$ cat config.mk
export PLATFORM = sky130hd
export DESIGN_NAME = asm_seq
export DESIGN_NICKNAME = d
export VERILOG_FILES = /design/src/rtl/asm_seq_pkg.sv /design/src/rtl/asm_phase_div.sv /design/src/rtl/asm_qual_sel.sv /design/src/rtl/asm_ucode_rom.sv /design/src/rtl/asm_seq.sv
export SDC_FILE = /design/constraint.sdc
export NUM_CORES = 1
export LEC_CHECK = 0
export BUFFER_PORTS_ARGS = -buffer_cell sky130_fd_sc_hd__buf_2
export CAP_MARGIN = 20
export CORE_UTILIZATION = 50
export CTS_CLUSTER_SIZE = 10
export DETAILED_ROUTE_END_ITERATION = 10
export PLACE_DENSITY = 0.8
export RECOVER_POWER = 50
export SLEW_MARGIN = 10
export SYNTH_ARGS = -nofsm -noshare
export SYNTH_HDL_FRONTEND = slang
export SYNTH_SLANG_ARGS = --single-unit
$ cat constraint.sdc
create_clock -name clk_i -period 2.18 [get_ports clk_i]
set_input_delay 0.109 -clock clk_i [delete_from_list [all_inputs] [get_ports clk_i]]
set_output_delay 0.109 -clock clk_i [all_outputs]
set_load 0.02 [all_outputs]
$ cat src/rtl/asm_seq_pkg.sv
package asm_seq_pkg;
  localparam int STATE_W = 7;
  localparam int QSEL_W  = 3;
  localparam int NCOND   = 2 ** QSEL_W;
  localparam int CTRL_W  = 4;
  localparam int ADDR_W  = STATE_W + 1;
  localparam int WORD_W  = STATE_W + QSEL_W + CTRL_W;
  localparam int DEPTH   = 2 ** ADDR_W;

  typedef struct packed {
    logic [STATE_W-1:0] nxt;
    logic [QSEL_W-1:0]  qsel_n;
    logic               oe;
    logic               mem_out;
    logic               xfer_en;
    logic               close_sw;
  } uword_t;

  typedef logic [DEPTH-1:0][WORD_W-1:0] ucode_t;

  // default microcode: step by 1 or 3, select follows low state bits
  function automatic ucode_t default_ucode();
    ucode_t t;
    for (int a = 0; a < DEPTH; a++) begin
      logic [ADDR_W-1:0]  av;
      logic [STATE_W-1:0] s;
      logic [STATE_W-1:0] nx;
      logic               q;
      av = ADDR_W'(a);
      s  = av[STATE_W-1:0];
      q  = av[ADDR_W-1];
      nx = s + (q ? STATE_W'(1) : STATE_W'(3));
      t[a] = {nx, ~nx[QSEL_W-1:0], s[CTRL_W-1:0] ^ {CTRL_W{q}}};
    end
    return t;
  endfunction
endpackage

$ cat src/rtl/asm_phase_div.sv
module asm_phase_div #(
  parameter int DIV_LOG2 = 5
) (
  input  logic clk_i,
  input  logic rst_ni,
  output logic lo_stb_o,
  output logic hi_stb_o,
  output logic sclk_h_o,
  output logic sclk_l_o
);
  localparam logic [DIV_LOG2-1:0] LAST = '1;
  localparam logic [DIV_LOG2-1:0] MID  = {1'b0, {(DIV_LOG2-1){1'b1}}};

  logic [DIV_LOG2-1:0] cnt_q;

  always_ff @(posedge clk_i or negedge rst_ni) begin
    if (!rst_ni) cnt_q <= '0;
    else         cnt_q <= cnt_q + 1'b1;
  end

  assign lo_stb_o = (cnt_q == LAST);
  assign hi_stb_o = (cnt_q == MID);
  assign sclk_h_o = ~cnt_q[DIV_LOG2-1];
  assign sclk_l_o = cnt_q[DIV_LOG2-1];
endmodule

$ cat src/rtl/asm_qual_sel.sv
module asm_qual_sel #(
  parameter int SEL_W = 3,
  localparam int NIN  = 2 ** SEL_W
) (
  input  logic             clk_i,
  input  logic             rst_ni,
  input  logic             smp_i,
  input  logic [NIN-1:0]   cond_i,
  input  logic [SEL_W-1:0] sel_n_i,
  output logic             qual_o
);
  logic [SEL_W-1:0] idx;
  logic [NIN-1:0]   hit;
  logic             pick;
  logic             qual_q;

  assign idx = ~sel_n_i;

  for (genvar g = 0; g < NIN; g++) begin : g_dec
    assign hit[g] = cond_i[g] & (idx == SEL_W'(g));
  end

  assign pick = |hit;

  always_ff @(posedge clk_i or negedge rst_ni) begin
    if (!rst_ni)    qual_q <= 1'b0;
    else if (smp_i) qual_q <= pick;
  end

  assign qual_o = qual_q;
endmodule

$ cat src/rtl/asm_ucode_rom.sv
module asm_ucode_rom
  import asm_seq_pkg::*;
#(
  parameter ucode_t UCODE = default_ucode()
) (
  input  logic [ADDR_W-1:0] addr_i,
  output uword_t            word_o
);
  assign word_o = uword_t'(UCODE[addr_i]);
endmodule

$ cat src/rtl/asm_seq.sv
module asm_seq
  import asm_seq_pkg::*;
#(
  parameter int     DIV_LOG2 = 5,
  parameter ucode_t UCODE    = default_ucode()
) (
  input  logic               clk_i,
  input  logic               rst_ni,
  input  logic [NCOND-1:0]   cond_i,
  output logic               sclk_h_o,
  output logic               sclk_l_o,
  output logic [STATE_W-1:0] state_o,
  output logic               qual_o,
  output logic               oe_o,
  output logic               mem_out_o,
  output logic               xfer_en_o,
  output logic               close_sw_o
);
  logic               lo_stb, hi_stb;
  logic [STATE_W-1:0] state_q;
  logic [QSEL_W-1:0]  qsel_n_q;
  logic [CTRL_W-1:0]  ctrl_q;
  uword_t             word;

  asm_phase_div #(.DIV_LOG2(DIV_LOG2)) u_div (
    .clk_i    (clk_i),
    .rst_ni   (rst_ni),
    .lo_stb_o (lo_stb),
    .hi_stb_o (hi_stb),
    .sclk_h_o (sclk_h_o),
    .sclk_l_o (sclk_l_o)
  );

  asm_qual_sel #(.SEL_W(QSEL_W)) u_qsel (
    .clk_i   (clk_i),
    .rst_ni  (rst_ni),
    .smp_i   (hi_stb),
    .cond_i  (cond_i),
    .sel_n_i (qsel_n_q),
    .qual_o  (qual_o)
  );

  asm_ucode_rom #(.UCODE(UCODE)) u_rom (
    .addr_i ({qual_o, state_q}),
    .word_o (word)
  );

  always_ff @(posedge clk_i or negedge rst_ni) begin
    if (!rst_ni) begin
      state_q  <= '0;
      qsel_n_q <= '1;
      ctrl_q   <= '0;
    end else if (lo_stb) begin
      state_q  <= word.nxt;
      qsel_n_q <= word.qsel_n;
      ctrl_q   <= {word.oe, word.mem_out, word.xfer_en, word.close_sw};
    end
  end

  assign state_o    = state_q;
  assign oe_o       = ctrl_q[3];
  assign mem_out_o  = ctrl_q[2];
  assign xfer_en_o  = ctrl_q[1];
  assign close_sw_o = ctrl_q[0];
endmodule

=== Yosys cells after proc, flatten, opt, wreduce, memory -nomap -nowiden ===
Memory sizes are Yosys's and may differ from the RTL's. A register that Yosys moved wholly into a read port is not among the register bits.
Cells that the tools add are included.

* Register bits: 6
* Bits in read-only memories: 3584
* Input bits: 10
* Output and inout port bits: 14
* Logic and storage cells: 26
* Memories: 1

* $add $sub $neg: 1
* Equality and inequality tests: 9
* Bitwise gates (word level): 10
* Reductions and logical operators: 3

{| class="wikitable"
|+ Memory list
! name !! depth !! width !! rd ports !! clocked after memory_dff !! wr ports !! line !! text
|-
| (no name shown) || 256 || 14 || 1 || 1 || 0 || asm_ucode_rom.sv:9 || <nowiki>assign word_o = uword_t'(UCODE[addr_i]);</nowiki>
|}

{| class="wikitable"
|+ Operator list
! cell !! count
|-
| 3-bit equality test, second input constant || 4
|-
| 1-bit AND || 8
|-
| 8-bit OR reduction || 1
|-
| 3-bit by 2-bit equality test with 1-bit output, second input constant || 2
|-
| 5-bit by 1-bit adder with 5-bit output, second input constant || 1
|-
| 5-bit by 4-bit equality test with 1-bit output, second input constant || 1
|-
| 5-bit equality test, second input constant || 1
|-
| 3-bit by 1-bit equality test with 1-bit output, second input constant || 1
|-
| 3-bit zero test || 1
|-
| 3-bit NOT || 1
|-
| 1-bit zero test || 1
|-
| 1-bit NOT || 1
|}

=== Depth between registers and ports, before layout ===
* Depth after elaboration: 4
* Mapped depth: 6
* Gate-level depth less buffers: 5

=== By module ===
A second synthesis with hierarchy kept.

* Cells, all modules: 101
* Area, all modules: 1206.2 um^2

{| class="wikitable"
|+ By module, submodules not included
! module !! instances !! cells each !! area an instance (um^2)
|-
| asm_seq || 1 || 29 || 523.0
|-
| asm_ucode_rom || 1 || 48 || 372.9
|-
| asm_phase_div || 1 || 15 || 203.9
|-
| asm_qual_sel || 1 || 9 || 106.4
|}

=== Worst setup path after synthesis ===
OpenSTA, ideal clock, no wires.

* Kind: reg-to-reg
* Start: register state_q[0], in the netlist state_o[0]
* End: register qsel_n_q[2]
* Library setup time: 0.082 ns
* Arrival time: 1.536 ns
* Required time: 2.098 ns
* Path slack: 0.562 ns
* Stages on the path, launching flop included: 5
* Buffers on the path: 0
* Clock period less this slack: 1.618 ns
* Cell sequence: dfrtp_1 -> inv_1 -> ha_1 -> mux4_2 -> mux2_4

{| class="wikitable"
|+ RTL lines
! item !! line !! text
|-
| from (decl) || asm_seq.sv:20 || <nowiki>logic [STATE_W-1:0] state_q;</nowiki>
|-
| to (decl) || asm_seq.sv:21 || <nowiki>logic [QSEL_W-1:0] qsel_n_q;</nowiki>
|}

=== Worst setup path in the final report ===
* Start: register u_div.cnt_q[0]
* End: register state_q[6], in the netlist state_o[6]

* Word-level cells in the longest chain between the ends: 1

{| class="wikitable"
|+ RTL lines
! item !! line !! text
|-
| from (decl) || asm_phase_div.sv:14 || <nowiki>logic [DIV_LOG2-1:0] cnt_q;</nowiki>
|-
| from (signal assigned) || asm_phase_div.sv:18 || <nowiki>else cnt_q <= cnt_q + 1'b1;</nowiki>
|-
| 5-bit equality test || asm_phase_div.sv:21 || <nowiki>assign lo_stb_o = (cnt_q == LAST);</nowiki>
|}

Every way passes these cells.
A chain may end at the register's enable or synchronous reset.

==> results.toml <==
[synth]
synth_compound_area_share_pct = 7.92
synth.most_common_cell = "dfrtp_1"
syn-num-nets = 105
synth_edf_count = 0
synth-simple-area-share_pct = 4.68
synth.area.mux_share_pct = 13.7
ys.flop_type = "dfrtp_1"
async_reset_ff_share_pct = 100
ys_seq_area_share_pct = 48.4
synth.distinct_cells = 23
synth-xor-area-share_pct = 8.40
yosys_register_bits = 20
yosysTopAreaCellShare_pct = 40.8
avgSynthCellArea_um2 = 12.1
yosys.area.top_type = "dfrtp_1"
netlist_top_cells_area = "dfrtp_1 (41%), ha_1 (11%), dfstp_2 (7.6%), xnor2_1 (7.6%), mux2i_1 (5.8%)"
synthTopCellsByCount = "dfrtp_1 (17), ha_1 (9), inv_1 (9), xnor2_1 (9), mux2i_1 (6)"
syn_area_um2 = 1040
synthCells = 86
ys_warn_count = 0
synth_top_family_by_area = "multiplexers"
synthAdderAreaFrac_pct = 10.8

[power_and_ir_drop]
power_mw = 0.641
powerDensity_nw_per_um2 = 538
leakagePower_nw = 0.616
irDropWorstVdd_uv = 361

[setup_path]
crit_chain = "ha_1 -> and3_1 -> ha_1 -> o2111ai_1 -> xnor2_1"
rrSetupSlack_ns = 0.33
cpMostUsedCell = "ha_1"
cp.arrival_ns = 2.04
required_ns = 2.37
critPathMaxFanout = 20
cp_slowest_cell = "ha_1"
critPathLaunchType = "flip-flop"
critPathKind = "flip-flop to flip-flop"
endpoint_kind = "flip-flop"
cp_slowest_stage_delay_ns = 0.57
path_delay_family = "adder cells"
cp_num_buf_inv = 0

[grt]
grt_pass1_vias = 626
grt_pass1_wl_mm = 2.71
antenna_found_initial = 0
grt_use_total_pct = 17.0
grt_max_degree = 21
gr-total-overflow = 0

[clock_tree]
cts_resized = 0
cts_tree = "yes"
clk_path_buf_depth = 2
root_buffer = "clkbuf_4"
path_clk_slew_ns = 0.11
cts_htree_levels = 1
cts_buffers = 3
clock-sinks = 20
clk_latency_ns = 0.30

[layout]
diodes = 0
nets = 130
utilization_pct = 60.8
final_area_um2 = 1190
drive_gt1_share_pct = 27.3
area_delta_synth_final_pct = 14.4
instances_no_fill = 137

[placed_design]
placed_cells = 132
port_buffers = 23
dp_slack_ns = 0.334
routabilityCongestion = 0.669
place_hpwl_mm = 1.30
placed_area_um2 = 1160

[routing]
drc_errors = 0
wl_per_cell_um = 12.7
drtPass1Iterations = 3
drt_first_iter_violations = 14
totalWireLength_mm = 1.74
vias_per_cell = 5.03
via_count = 689
drtAntennaViolNets = 0

[die]
core_area_um2 = 1960
die_area_um2 = 2270
die_w_um = 47.7
start_util_pct = 53.1
num_rows = 16
die_h_um = 47.7
io_pins = 24

[timing]
finalHoldViolCount = 0
setup_tns_ns = 0
fin_ws_ns = 0.331
rsz0062_at_grt = "false"
timing.hold.ws_ns = 0.378
finalWorstPathRequiredPeriod_ns = 1.85
relSlewSlack_pct = 30.8
timing.fmax_mhz = 541
post-route-period-util_pct = 84.8
tightestPinTransition_ns = 1.04
setup_viol = 0
drv_slew = 0
clock_skew_ns = 0.00711

[outcome]
status = "complete, no violations"

[hold_path]
hold_path.class = "input port to flip-flop"

[job]
cap_violations = 0
## layer usage
| metal | part of all wire [%] | track usage [%] | vias to the layer above |
|---|---|---|---|
| met3 | 3.5 | 2.26 | 2 |
| met5 | 0 | 0 | - |
| li1 | - | - | 338 |
| met1 | 48 | 22.5 | 332 |
| met2 | 48 | 29.3 | 17 |
| met4 | 0.46 | 5.00 | 0 |
## flip-flops by register name, indices dropped and copies added (netlist names)
register and flops:
ctrl_q 4, qsel_n_q 3, state_o 7, u_div.cnt_q 5
u_qsel.qual_o 1
## worst paths after layout
path | depth (start not counted) | to | start
min in group asynchronous | 2 | u_div.cnt_q[4] | rst_ni
max reg2reg | 5 | state_o[6] | u_div.cnt_q[0]
min | 4 | u_qsel.qual_o | cond_i[5]
max | 5 | state_o[6] | u_div.cnt_q[0]
max in group asynchronous | 2 | ctrl_q[3] | rst_ni
min reg2reg | 1 | u_div.cnt_q[0] | u_div.cnt_q[0]
## cell usage in the layout, fill, tap and decap left out, types with 2 or more instances in the layout
| master | Yosys | final |
|---|---|---|
| o2111ai_1 | 2 | 2 |
| mux4_2 | 2 | 2 |
| buf_2 | 0 | 19 |
| dfrtp_1 | 17 | 17 |
| o21ai_0 | 4 | 4 |
| clkbuf_4 | 0 | 3 |
| xnor2_1 | 9 | 9 |
| and2_1 | 2 | 2 |
| dfstp_2 | 3 | 3 |
| mux2_2 | 2 | 2 |
| nor2_1 | 4 | 4 |
| a21oi_1 | 3 | 3 |
| o211ai_1 | 2 | 2 |
| clkbuf_1 | 2 | 5 |
| mux2i_1 | 6 | 6 |
| and3_1 | 2 | 2 |
| ha_1 | 9 | 9 |
| inv_1 | 9 | 9 |
## kinds of logic after synthesis
group | Yosys count
simple gates | 10
fa+ha+maj | 9
flops | 20
xor+xnor | 10
compound gates | 13
mux | 11
buf+inv | 13
## what timing repair did
action / in CTS / in global routing
hold buffers: 1 / 0
setup buffers: 0 / 0
endpoints found under the setup margin: 0 / 0
endpoints found under the hold margin: 17 / 0
## power by group
part           switching [mW]  internal (mW)  total (mW)
combinational          0.0395         0.0314      0.0709
sequential             0.0113          0.380       0.391
clock                   0.108         0.0713       0.179
total                   0.159          0.482       0.641
## worst register-to-register path: cells and delay by family, from the launching register on
family / cells / cell delay [ns]
adder cells (fa/ha/maj): 2 / 0.76
AO/OA/AOI/OAI: 1 / 0.25
AND/OR/NAND/NOR: 1 / 0.19
XOR/XNOR: 1 / 0.17
flip-flops: 1 / 0.38
## area by class of cell
class	count	area, um^2
multi-input combinational	53	474
timing repair buffer	24	120
tap	27	33.8
sequential	20	504
inverter	9	33.8
clock buffer	4	26.3
fill	198	769
Power figures use the tool's default switching activity.
